`config.mk`:
```
export PLATFORM = sky130hd
export DESIGN_NAME = ecc_err_log
export DESIGN_NICKNAME = d
export VERILOG_FILES = /design/src/rtl/ecc_log_pkg.sv /design/src/rtl/ecc_log_ctrl.sv /design/src/rtl/ecc_log_dp.sv /design/src/rtl/ecc_err_log.sv
export SDC_FILE = /design/constraint.sdc
export NUM_CORES = 1
export LEC_CHECK = 0
export BUFFER_PORTS_ARGS = -buffer_cell sky130_fd_sc_hd__buf_4
export CAP_MARGIN = 20
export CORE_ASPECT_RATIO = 0.9
export CORE_UTILIZATION = 38
export DETAILED_ROUTE_END_ITERATION = 12
export PLACE_DENSITY = 0.74
export SYNTH_ARGS = -nofsm -noshare
export SYNTH_HDL_FRONTEND = slang
export SYNTH_SLANG_ARGS = --single-unit
```
`constraint.sdc`:
```
create_clock -name clk -period 1.6 [get_ports clk]
set_input_delay 0.32 -clock clk [delete_from_list [all_inputs] [get_ports clk]]
set_output_delay 0.32 -clock clk [all_outputs]
set_load 0.01 [all_outputs]
```
`src/rtl/ecc_log_pkg.sv`:
```
package ecc_log_pkg;
  // Load strobes passed from the lock control to the capture registers
  typedef struct packed {
    logic loadSyn;
    logic loadAddr;
  } logCtrl_t;
endpackage

```
`src/rtl/ecc_log_ctrl.sv`:
```
module ecc_log_ctrl
  import ecc_log_pkg::*;
(
  input  logic     clk,
  input  logic     rstN,
  input  logic     errValid,
  input  logic     errMulti,
  input  logic     swClear,
  output logCtrl_t ctrl,
  output logic     singleFlag,
  output logic     multiFlag
);
  logic sglQ, mbeQ;
  logic sglKeep, mbeKeep, takeErr;

  // The clear acts before the incoming error, so a same-cycle error sees an unlocked log
  always_comb begin
    sglKeep = sglQ & ~swClear;
    mbeKeep = mbeQ & ~swClear;
    takeErr = errValid & ((~sglKeep & ~mbeKeep) | (errMulti & ~mbeKeep));
    ctrl.loadSyn  = takeErr;
    ctrl.loadAddr = takeErr;
  end

  always_ff @(posedge clk or negedge rstN) begin
    if (!rstN) begin
      sglQ <= 1'b0;
      mbeQ <= 1'b0;
    end else begin
      sglQ <= sglKeep | (errValid & ~errMulti);
      mbeQ <= mbeKeep | (errValid &  errMulti);
    end
  end

  assign singleFlag = sglQ;
  assign multiFlag  = mbeQ;
endmodule

```
`src/rtl/ecc_log_dp.sv`:
```
module ecc_log_dp
  import ecc_log_pkg::*;
#(
  parameter int SYN_W   = 8,
  parameter int ADDR_W  = 34,
  parameter int ALIGN   = 5,
  parameter int PTR_W   = 32,
  parameter int PTR_LSB = 1
) (
  input  logic              clk,
  input  logic              rstN,
  input  logCtrl_t          ctrl,
  input  logic [SYN_W-1:0]  errSyndrome,
  input  logic [ADDR_W-1:0] errAddr,
  output logic [SYN_W-1:0]  syndromeReg,
  output logic [PTR_W-1:0]  addrPtrReg
);
  localparam int FIELD_W = ADDR_W - ALIGN;
  localparam int TOP_PAD = PTR_W - FIELD_W - PTR_LSB;

  logic [SYN_W-1:0]   synQ;
  logic [FIELD_W-1:0] unitQ;

  always_ff @(posedge clk or negedge rstN) begin
    if (!rstN) synQ <= '0;
    else if (ctrl.loadSyn) synQ <= errSyndrome;
  end

  always_ff @(posedge clk or negedge rstN) begin
    if (!rstN) unitQ <= '0;
    else if (ctrl.loadAddr) unitQ <= errAddr[ADDR_W-1:ALIGN];
  end

  assign syndromeReg = synQ;

  generate
    if (PTR_LSB > 0) begin : g_lowPad
      assign addrPtrReg = {{TOP_PAD{1'b0}}, unitQ, {PTR_LSB{1'b0}}};
    end else begin : g_noLowPad
      assign addrPtrReg = {{TOP_PAD{1'b0}}, unitQ};
    end
  endgenerate
endmodule

```
`src/rtl/ecc_err_log.sv`:
```
module ecc_err_log
  import ecc_log_pkg::*;
#(
  parameter int SYN_W   = 8,
  parameter int ADDR_W  = 34,
  parameter int ALIGN   = 5,
  parameter int PTR_W   = 32,
  parameter int PTR_LSB = 1
) (
  input  logic              clk,
  input  logic              rstN,
  input  logic              errValid,
  input  logic              errMulti,
  input  logic [SYN_W-1:0]  errSyndrome,
  input  logic [ADDR_W-1:0] errAddr,
  input  logic              swClear,
  output logic [SYN_W-1:0]  syndromeReg,
  output logic [PTR_W-1:0]  addrPtrReg,
  output logic              singleFlag,
  output logic              multiFlag
);
  logCtrl_t ctrl;

  ecc_log_ctrl u_ctrl (
    .clk        (clk),
    .rstN       (rstN),
    .errValid   (errValid),
    .errMulti   (errMulti),
    .swClear    (swClear),
    .ctrl       (ctrl),
    .singleFlag (singleFlag),
    .multiFlag  (multiFlag)
  );

  ecc_log_dp #(
    .SYN_W   (SYN_W),
    .ADDR_W  (ADDR_W),
    .ALIGN   (ALIGN),
    .PTR_W   (PTR_W),
    .PTR_LSB (PTR_LSB)
  ) u_dp (
    .clk         (clk),
    .rstN        (rstN),
    .ctrl        (ctrl),
    .errSyndrome (errSyndrome),
    .errAddr     (errAddr),
    .syndromeReg (syndromeReg),
    .addrPtrReg  (addrPtrReg)
  );
endmodule

```
==> qor.csv, run 1 <==
metric,value,unit
grt ovf,0,
Post-CTS Setup Repair Bufs,0,
max incr delay on CP,360,ps
insertion delay to the later sink of the worst-skew pair,280,ps
Power Dens Cells,1170,mW/mm2
H-Tree Depth,2,
Startpoint Class,flop,
fraction of synthesized cell area in xor and xnor cells,0,
CTS Hold Bufs,0,
# setup viols final,0,
leakage,1.09,nW
nets,222,
synth warn,0,
first-pass GRT wire length,4510,um
sequential-to-total area share from yosys stat,0.648,
antenna-violating nets left,0,
number of fill cells in the layout,327,
Starting Density,0.401,
CP max FO,13,
Detailed Route WL,3040,um
Worst Path Required,1760,ps
root buffer cell,clkbuf_8,
drt initial violations,16,
CP arrival,1630,ps
VDD IR-drop max,0.000640,V
Final Cycle Share,0.916,
Area Overhead vs Synth,49.1,%
Die Span X,68.4,um
crit end category,flop,
via count,1029,
Worst path slowest cell,dfrtp_1,
Area contributors post-synth,"dfrtp_1 65%, mux2_2 26%, buf_6 2.2%",
CP Cell Sequence,inv_1 -> o311ai_4 -> buf_4 -> mux2_2,
Final Util,0.598,
Clock Skew,5.85,ps
initial antenna violation count,0,
synthesized area per cell,16.7,um2
GPL Wtd Cong,0.641,
"FF+latch count, synth",39,
die height,61.7,um
Remaining DRCs,0,
WS Path Type,reg2reg,
Final Critical Period,1470,ps
fmax,682,MHz
CTS tree,built,
status,completed,
area of the die,0.00422,mm2
vias in the first global route,1072,
hpwl dp,2360,um
setup TNS,0,ps
Post-Syn Instances,90,
Core Rows,21,
TritonCTS buffer count,5,
Max Slew Vio Count,0,
clock sinks,39,
antenna cells,0,
pin count of the biggest net entering global routing,40,
combinational family with the most area after synthesis,multiplexers,
Post-Synth Adder-Cell Area,0,
1st-pass router iterations,3,
Compound-Gate Fraction of Synth Area,0.0216,
share of the synthesized area in the top cell type,0.648,
Port Buf Inserts,80,
Max Buffers Root-to-Sink,2,
RSZ-0062 raised after global routing,no,
total of max-cap violations,0,
overall routing resource usage,0.152,
Wirelength per Cell,13.8,um
Cell variety after synth,11,
Fin. Hold Viols,0,
Core ar.,0.00376,mm2
PostCTS Resize Cnt,0,
simple-gate share of the synthesized area,0.00914,
leading area contributor after synthesis,dfrtp_1,
mapped cell area,0.00151,mm2
clock-pin transition on the worst setup and hold timing paths,70,ps
share of cells above drive strength 1,0.709,
worst min path class,in2async,
mux contribution to synthesized area,0.277,
# IOs,89,
Vias/cell,4.66,
## metrics by stage
step                hold slack (ps)  total power [mW]  cell area [um2]  setup WS [ps]  cells
CTS                            9.68              2.67             2250            112    221
detailed placement              317              1.90             2140           49.1    214
global placement                306              1.87             2140           65.5    214
floorplan                      24.4              1.51             1510           45.5     92
finish                        0.454              2.63             2250            134    221
global route                   36.0              2.76             2250           70.6    221
## flip-flops by register name (all words and copies together) (netlist names)
signal,flops
u_dp.syndromeReg,8
u_ctrl.singleFlag,1
u_ctrl.multiFlag,1
u_dp.unitQ,29
## final cells by class
cell class / count / area [um2] / share of cell area
clock inverters: 1 / 30.0 / 0.0134
multi-input cells: 45 / 474 / 0.211
inverters: 2 / 7.51 / 0.00334
flip-flops and latches: 39 / 976 / 0.435
clock buffers: 6 / 72.6 / 0.0323
well taps: 46 / 57.6 / 0.0256
repair buffers: 82 / 628 / 0.280
## cell usage after synthesis, drive strengths merged
master / instances
nand2b: 1
o311ai: 1
conb: 1
mux2: 37
dfrtp: 39
buf: 6
inv: 2
nand2: 2
o22ai: 1
## power by group
| group | internal [mW] | leakage (nW) | switching [mW] | total (mW) |
|---|---|---|---|---|
| Combinational | 0.394 | 0.585 | 0.249 | 0.643 |
| Sequential | 1.14 | 0.457 | 0.0834 | 1.23 |
| Clock | 0.457 | 0.0513 | 0.304 | 0.761 |
## critical path: cells and delay by family, from the launching register on
kind	cells	cell delay, ps
flops	1	360
buf+inv	2	360
mux	1	350
compound gates	1	270
## final timing paths
| kind | slack, ps | from | cells past startpoint | to |
|---|---|---|---|---|
| worst min register to register | 500 | u_dp.unitQ[25] | 1 | u_dp.unitQ[25] |
| worst min-delay path | 0.5 | rstN | 1 | u_dp.unitQ[8] |
| max in group asynchronous | 1260 | rstN | 1 | u_dp.syndromeReg[7] |
| worst max register to register | 130 | u_ctrl.singleFlag | 4 | u_dp.unitQ[7] |
| min in group clk | 260 | swClear | 2 | u_ctrl.singleFlag |
| worst max-delay path | 130 | u_ctrl.singleFlag | 4 | u_dp.unitQ[7] |
## logic make-up (layout without fill, tap and decap cells)
group                  after synthesis  count (layout)
AOI/OAI and AO/OA                    2               2
muxes                               37              37
DFF                                 39              39
and+or+nand+nor                      3               3
buffers and inverters                8              91
other                                1               3
## cells in the final DEF, fill, tap and decap left out, drive strengths merged
cell	count
nand2	2
inv	2
bufinv	1
nand2b	1
o311ai	1
clkbuf	6
dfrtp	39
conb	3
mux2	37
buf	82
o22ai	1
## metal layers
metal / GRT usage / routed length, um / share of wire
met2: 0.272 / 1580 / 0.52
met5: 0 / 0 / 0
met4: 0.0625 / 36 / 0.012
met3: 0.0639 / 269 / 0.088
met1: 0.159 / 1160 / 0.38
No activity file was read; power rests on OpenSTA's default activity.
==> inputs of run 2 (changes only) <==
Settings changed: GPL_TIMING_DRIVEN set to 0.
==> qor.csv, run 2 (synthesis gave the netlist of run 1 again) <==
metric,value,unit,change
Die Span X,68.4,um,unchanged
Final WS setup,102,ps,-31.3 ps
Max Slew Vio Count,0,,unchanged
insertion delay to the later sink of the worst-skew pair,280,ps,about the same
Largest register FFs,29,,unchanged
GPL Wtd Cong,0.669,,+4.2%
Startpoint Class,flop,,
via count,1048,,+1.8%
Finished Cell Area,0.00229,mm2,+1.9%
TritonCTS buffer count,5,,unchanged
Placed Area,0.00217,mm2,+1.3%
Final Cycle Share,0.936,,+0.0195
status,"complete, but fails checks",,
grt ovf,0,,unchanged
fmax,668,MHz,-2.1%
Pwr Total,2.50,mW,-4.9%
crit end category,flop,,
CTS tree,built,,
leakage,1.12,nW,+2.7%
clock-pin transition on the worst setup and hold timing paths,70,ps,about the same
initial antenna violation count,0,,unchanged
die height,61.7,um,unchanged
antenna-violating nets left,0,,unchanged
Max Buffers Root-to-Sink,2,,unchanged
PostCTS Resize Cnt,0,,unchanged
"most common cell after layout, fill and taps aside",buf_4,,
flop2flop setup slack,100,ps,-30 ps
crit path from,u_ctrl.singleFlag,,
Reg-to-Reg Start,u_ctrl.singleFlag,,
setup TNS,0,ps,unchanged
overall routing resource usage,0.149,,-0.00341
vias in the first global route,1007,,-6.1%
hpwl dp,2280,um,-3.7%
Detailed Route WL,3010,um,-1.1%
Largest Register,u_dp.unitQ,,
Core ar.,0.00376,mm2,unchanged
nets,229,,+3.2%
pin count of the biggest net entering global routing,40,,unchanged
Placement Setup Slack,-176,ps,-225 ps
drt initial violations,21,,+5
CP max FO,10,,-3
number of fill cells in the layout,305,,-6.7%
failing checks,negative hold slack,,
Clock Skew,3.74,ps,-2.11 ps
root buffer cell,clkbuf_8,,
first-pass GRT wire length,4360,um,-3.4%
CP arrival,1660,ps,+30 ps
Wirelength per Cell,13.1,um,-4.6%
Area Overhead vs Synth,51.9,%,
Final Critical Period,1500,ps,+31.3 ps
clock sinks,39,,unchanged
Port Buf Inserts,80,,unchanged
Power Dens Cells,1090,mW/mm2,-6.7%
Core Rows,21,,unchanged
Fin. Hold Viols,9,,+9
H-Tree Depth,2,,unchanged
# IOs,89,,unchanged
Starting Density,0.401,,unchanged
Worst Path Required,1770,ps,about the same
"commonest cells after routing, fill and taps aside","85 x buf_4, 39 x dfrtp_1, 35 x mux2_2, 5 x clkbuf_8",,
worst min path class,in2async,,
Remaining DRCs,0,,unchanged
antenna cells,0,,unchanged
WS Path Type,reg2reg,,
area of the die,0.00422,mm2,unchanged
# setup viols final,0,,unchanged
share of cells above drive strength 1,0.716,,+0.00728
VDD IR-drop max,0.000732,V,+14%
RSZ-0062 raised after global routing,no,,
Vias/cell,4.58,,-1.7%
R2R depth,5,,+1
Post-CTS Setup Repair Bufs,3,,+3
CTS Hold Bufs,0,,unchanged
1st-pass router iterations,2,,-1
Hold Slack,-1.00,ps,-1.46 ps
total of max-cap violations,0,,unchanged
[run 2: changes by cell type in the layout (fill, tap and decap cells not counted)]
cell,before,now
buf_4,81,85
clkinv_2,0,1
buf_6,0,3
clkbuf_1,1,2
bufinv_16,1,0
[run 2: area by class of cell]
type,instances,area [um2],share of cell area
Timing Repair Buffer,83,636,0.278
Tap cell,46,57.6,0.0252
Clock inverter,1,5.00,0.00219
Sequential cell,39,976,0.426
Buffer,6,56.3,0.0246
Clock buffer,7,76.3,0.0334
Multi-Input combinational cell,45,474,0.207
Inverter,2,7.51,0.00328
[run 2: per-stage QoR]
stage,utilization,instances
after floorplan,-,92
after global placement,0.578,218
after detailed placement,0.578,218
after CTS,0.609,229
after global routing,0.609,229
final,0.609,229
[run 2: path summary, 6_finish.rpt]
kind,to
worst max-delay path,u_dp.unitQ[6]
min in group clk,u_ctrl.singleFlag
max in group asynchronous,u_dp.unitQ[0]
worst max register to register,u_dp.unitQ[6]
worst min register to register,u_dp.unitQ[25]
worst min-delay path,u_dp.unitQ[18]
[run 2: per-layer routing]
layer | track usage | vias to the layer above | wire length (um)
met5 | 0 | - | 0
met4 | 0.0893 | 0 | 22
met3 | 0.0547 | 2 | 275
met2 | 0.232 | 49 | 1520
met1 | 0.177 | 511 | 1190
li1 | - | 486 | -
[run 2: power by group]
part	leakage, nW	switching (mW)	internal [mW]
logic	0.624	0.252	0.413
registers	0.457	0.0795	1.14
clock network	0.0422	0.308	0.305
[run 2: worst max-delay path: stages (launching register included)]
cell	delay [ps]
dfrtp_1	360
inv_1	80
o311ai_4	300
buf_12	160
buf_6	140
mux2_2	340
==> inputs of run 3 (changes only) <==
Settings changed: REMOVE_ABC_BUFFERS set to 1, SETUP_SLACK_MARGIN set to 0.02.
==> qor.csv, run 3 (synthesis gave the netlist of run 1 again) <==
metric,value,unit,change
setup TNS,0,ps,unchanged
GPL Wtd Cong,0.614,,-8.2%
overall routing resource usage,0.145,,-0.00368
clock sinks,39,,unchanged
Vias/cell,4.56,,-0.43%
# placed instances,213,,-2.3%
Power Dens Cells,1100,mW/mm2,+0.73%
hpwl dp,2260,um,-0.72%
Max Slew Vio Count,0,,unchanged
RSZ-0062 raised after global routing,yes,,
insertion delay to the later sink of the worst-skew pair,280,ps,about the same
Area Overhead vs Synth,47.5,%,
total of max-cap violations,0,,unchanged
vias in the first global route,938,,-6.9%
CP max FO,21,,+11
Remaining DRCs,0,,unchanged
share of cells above drive strength 1,0.709,,-0.00728
Flop pwr share,0.500,,+0.012
H-Tree Depth,2,,unchanged
CP arrival,1660,ps,about the same
Final Non-Filler Cells,221,,-3.5%
CP Cell Sequence,inv_1 -> o311ai_4 -> buf_8 -> mux2_2,,
pin count of the biggest net entering global routing,40,,unchanged
via count,1007,,-3.9%
failing checks,negative hold slack,,
CTS Hold Bufs,0,,unchanged
Clock Skew,2.50,ps,-1.25 ps
Placed Area,0.00213,mm2,-1.9%
met3 WL,209,um,-24%
Finished Cell Area,0.00222,mm2,-2.9%
Final Critical Period,1500,ps,+4.63 ps
leakage,1.08,nW,-3.6%
die height,61.7,um,unchanged
clock-pin transition on the worst setup and hold timing paths,70,ps,about the same
Cell Int Power,1.83,mW,-1.8%
Wirelength per Cell,13.4,um,+2.0%
number of fill cells in the layout,309,,+1.3%
worst min path class,in2async,,
1st-pass router iterations,4,,+2
NetSw,0.618,mW,-3.4%
WS Path Type,reg2reg,,
TritonCTS buffer count,5,,unchanged
R2R Path End,u_dp.unitQ[27],,
Core Rows,21,,unchanged
Core ar.,0.00376,mm2,unchanged
Port Buf Inserts,80,,unchanged
# IOs,89,,unchanged
flop2flop setup slack,100,ps,about the same
R2R depth,4,,-1
Detailed Route WL,2960,um,-1.6%
Max Buffers Root-to-Sink,2,,unchanged
antenna cells,0,,unchanged
"commonest cells after routing, fill and taps aside","81 x buf_4, 39 x dfrtp_1, 35 x mux2_2, 5 x clkbuf_8, 3 x conb_1",,
Clk pwr share,0.237,,-0.008
initial antenna violation count,0,,unchanged
Starting Density,0.401,,unchanged
Fin. Hold Viols,6,,-3
VDD IR-drop max,0.000590,V,-19%
Largest register FFs,29,,unchanged
Startpoint Class,flop,,
drt initial violations,40,,+90%
Final Cycle Share,0.939,,+0.00290
M1 WL,1200,um,+0.84%
crit end category,flop,,
max incr delay on CP,360,ps,about the same
switching fraction of total power,0.253,,-0.00323
nets,223,,-2.6%
Die Span X,68.4,um,unchanged
Worst path slowest cell,o311ai_4,,
grt ovf,0,,unchanged
area of the die,0.00422,mm2,unchanged
antenna-violating nets left,0,,unchanged
Largest Register,u_dp.unitQ,,
# setup viols final,0,,unchanged
Reg-to-Reg Start,u_ctrl.singleFlag,,
"most common cell after layout, fill and taps aside",buf_4,,
length of routed met2 wiring,1510,um,-0.85%
Hold Slack,-3.54,ps,-2.53 ps
Worst Path Required,1760,ps,about the same
fmax,666,MHz,-0.31%
status,"complete, but fails checks",,
top sig layer,met4,,
proportion of power drawn by combinational gates,0.263,,-0.003
CTS tree,built,,
root buffer cell,clkbuf_8,,
first-pass GRT wire length,4310,um,-1.3%
## run 3: cell count changes in the layout (fill, tap and decap cells not counted)
cell      before  now
buf_12         1    0
buf_4         85   81
buf_6          3    1
buf_8          0    1
clkbuf_1       2    1
clkinv_2       1    0
## run 3: area by class of cell
type                       count  area (um2)  share of cell area
clock buffer                   6        72.6              0.0327
inverter                       2        7.51             0.00338
multi-input combinational     45         474               0.213
sequential                    39         976               0.439
tap                           46        57.6              0.0259
timing repair buffer          83         634               0.285
## run 3: worst max-delay path by stage
stage	start	end	slack (ps)	cells after the start
finish	u_ctrl.singleFlag	u_dp.unitQ[27]	100	4
floorplan	u_ctrl.singleFlag	u_dp.syndromeReg[0]	-420	3
detailed placement	errMulti	u_dp.unitQ[27]	-430	4
global placement	errMulti	u_dp.unitQ[16]	-760	3
CTS	u_ctrl.singleFlag	u_dp.syndromeReg[0]	70	4
global route	u_ctrl.singleFlag	u_dp.unitQ[27]	20	4
## run 3: what timing repair did
action / in CTS / in global routing
endpoints found under the setup margin: 37 / 13
gates resized for setup: 0 / 1
cloned: 0 / 0
buffers inserted: 2 / 0
pin swaps: 1 / 0
## run 3: power groups by stage
stage	clock, mW	sequential [mW]	combinational [mW]
after floorplan	0	1.31	0.189
after global placement	0	1.23	0.630
after detailed placement	0	1.24	0.647
after CTS	0.609	1.22	0.654
after global routing	0.659	1.24	0.699
final	0.580	1.22	0.642
## run 3: routing by layer
metal  global-route usage  vias up
li1                     -      473
met1                0.180      485
met2                0.232       45
met3               0.0383        4
met4               0.0804        0
met5                    0        -
## run 3: critical path, delay by kind of cell, from the launching register on
family          cells  cell delay [ps]
flops               1              340
buf+inv             2              320
compound gates      1              360
mux                 1              360
## run 3: stage by stage
step           setup WS [ps]  power, mW   util  hold WS [ps]
6_report                97.8       2.45  0.591         -3.54
5_1_grt                 23.8       2.60  0.591          37.1
4_1_cts                 73.0       2.49  0.590          8.49
3_5_place_dp            -434       1.89  0.567           314
3_3_place_gp            -764       1.86  0.563           304
2_1_floorplan           -420       1.50      -          24.4
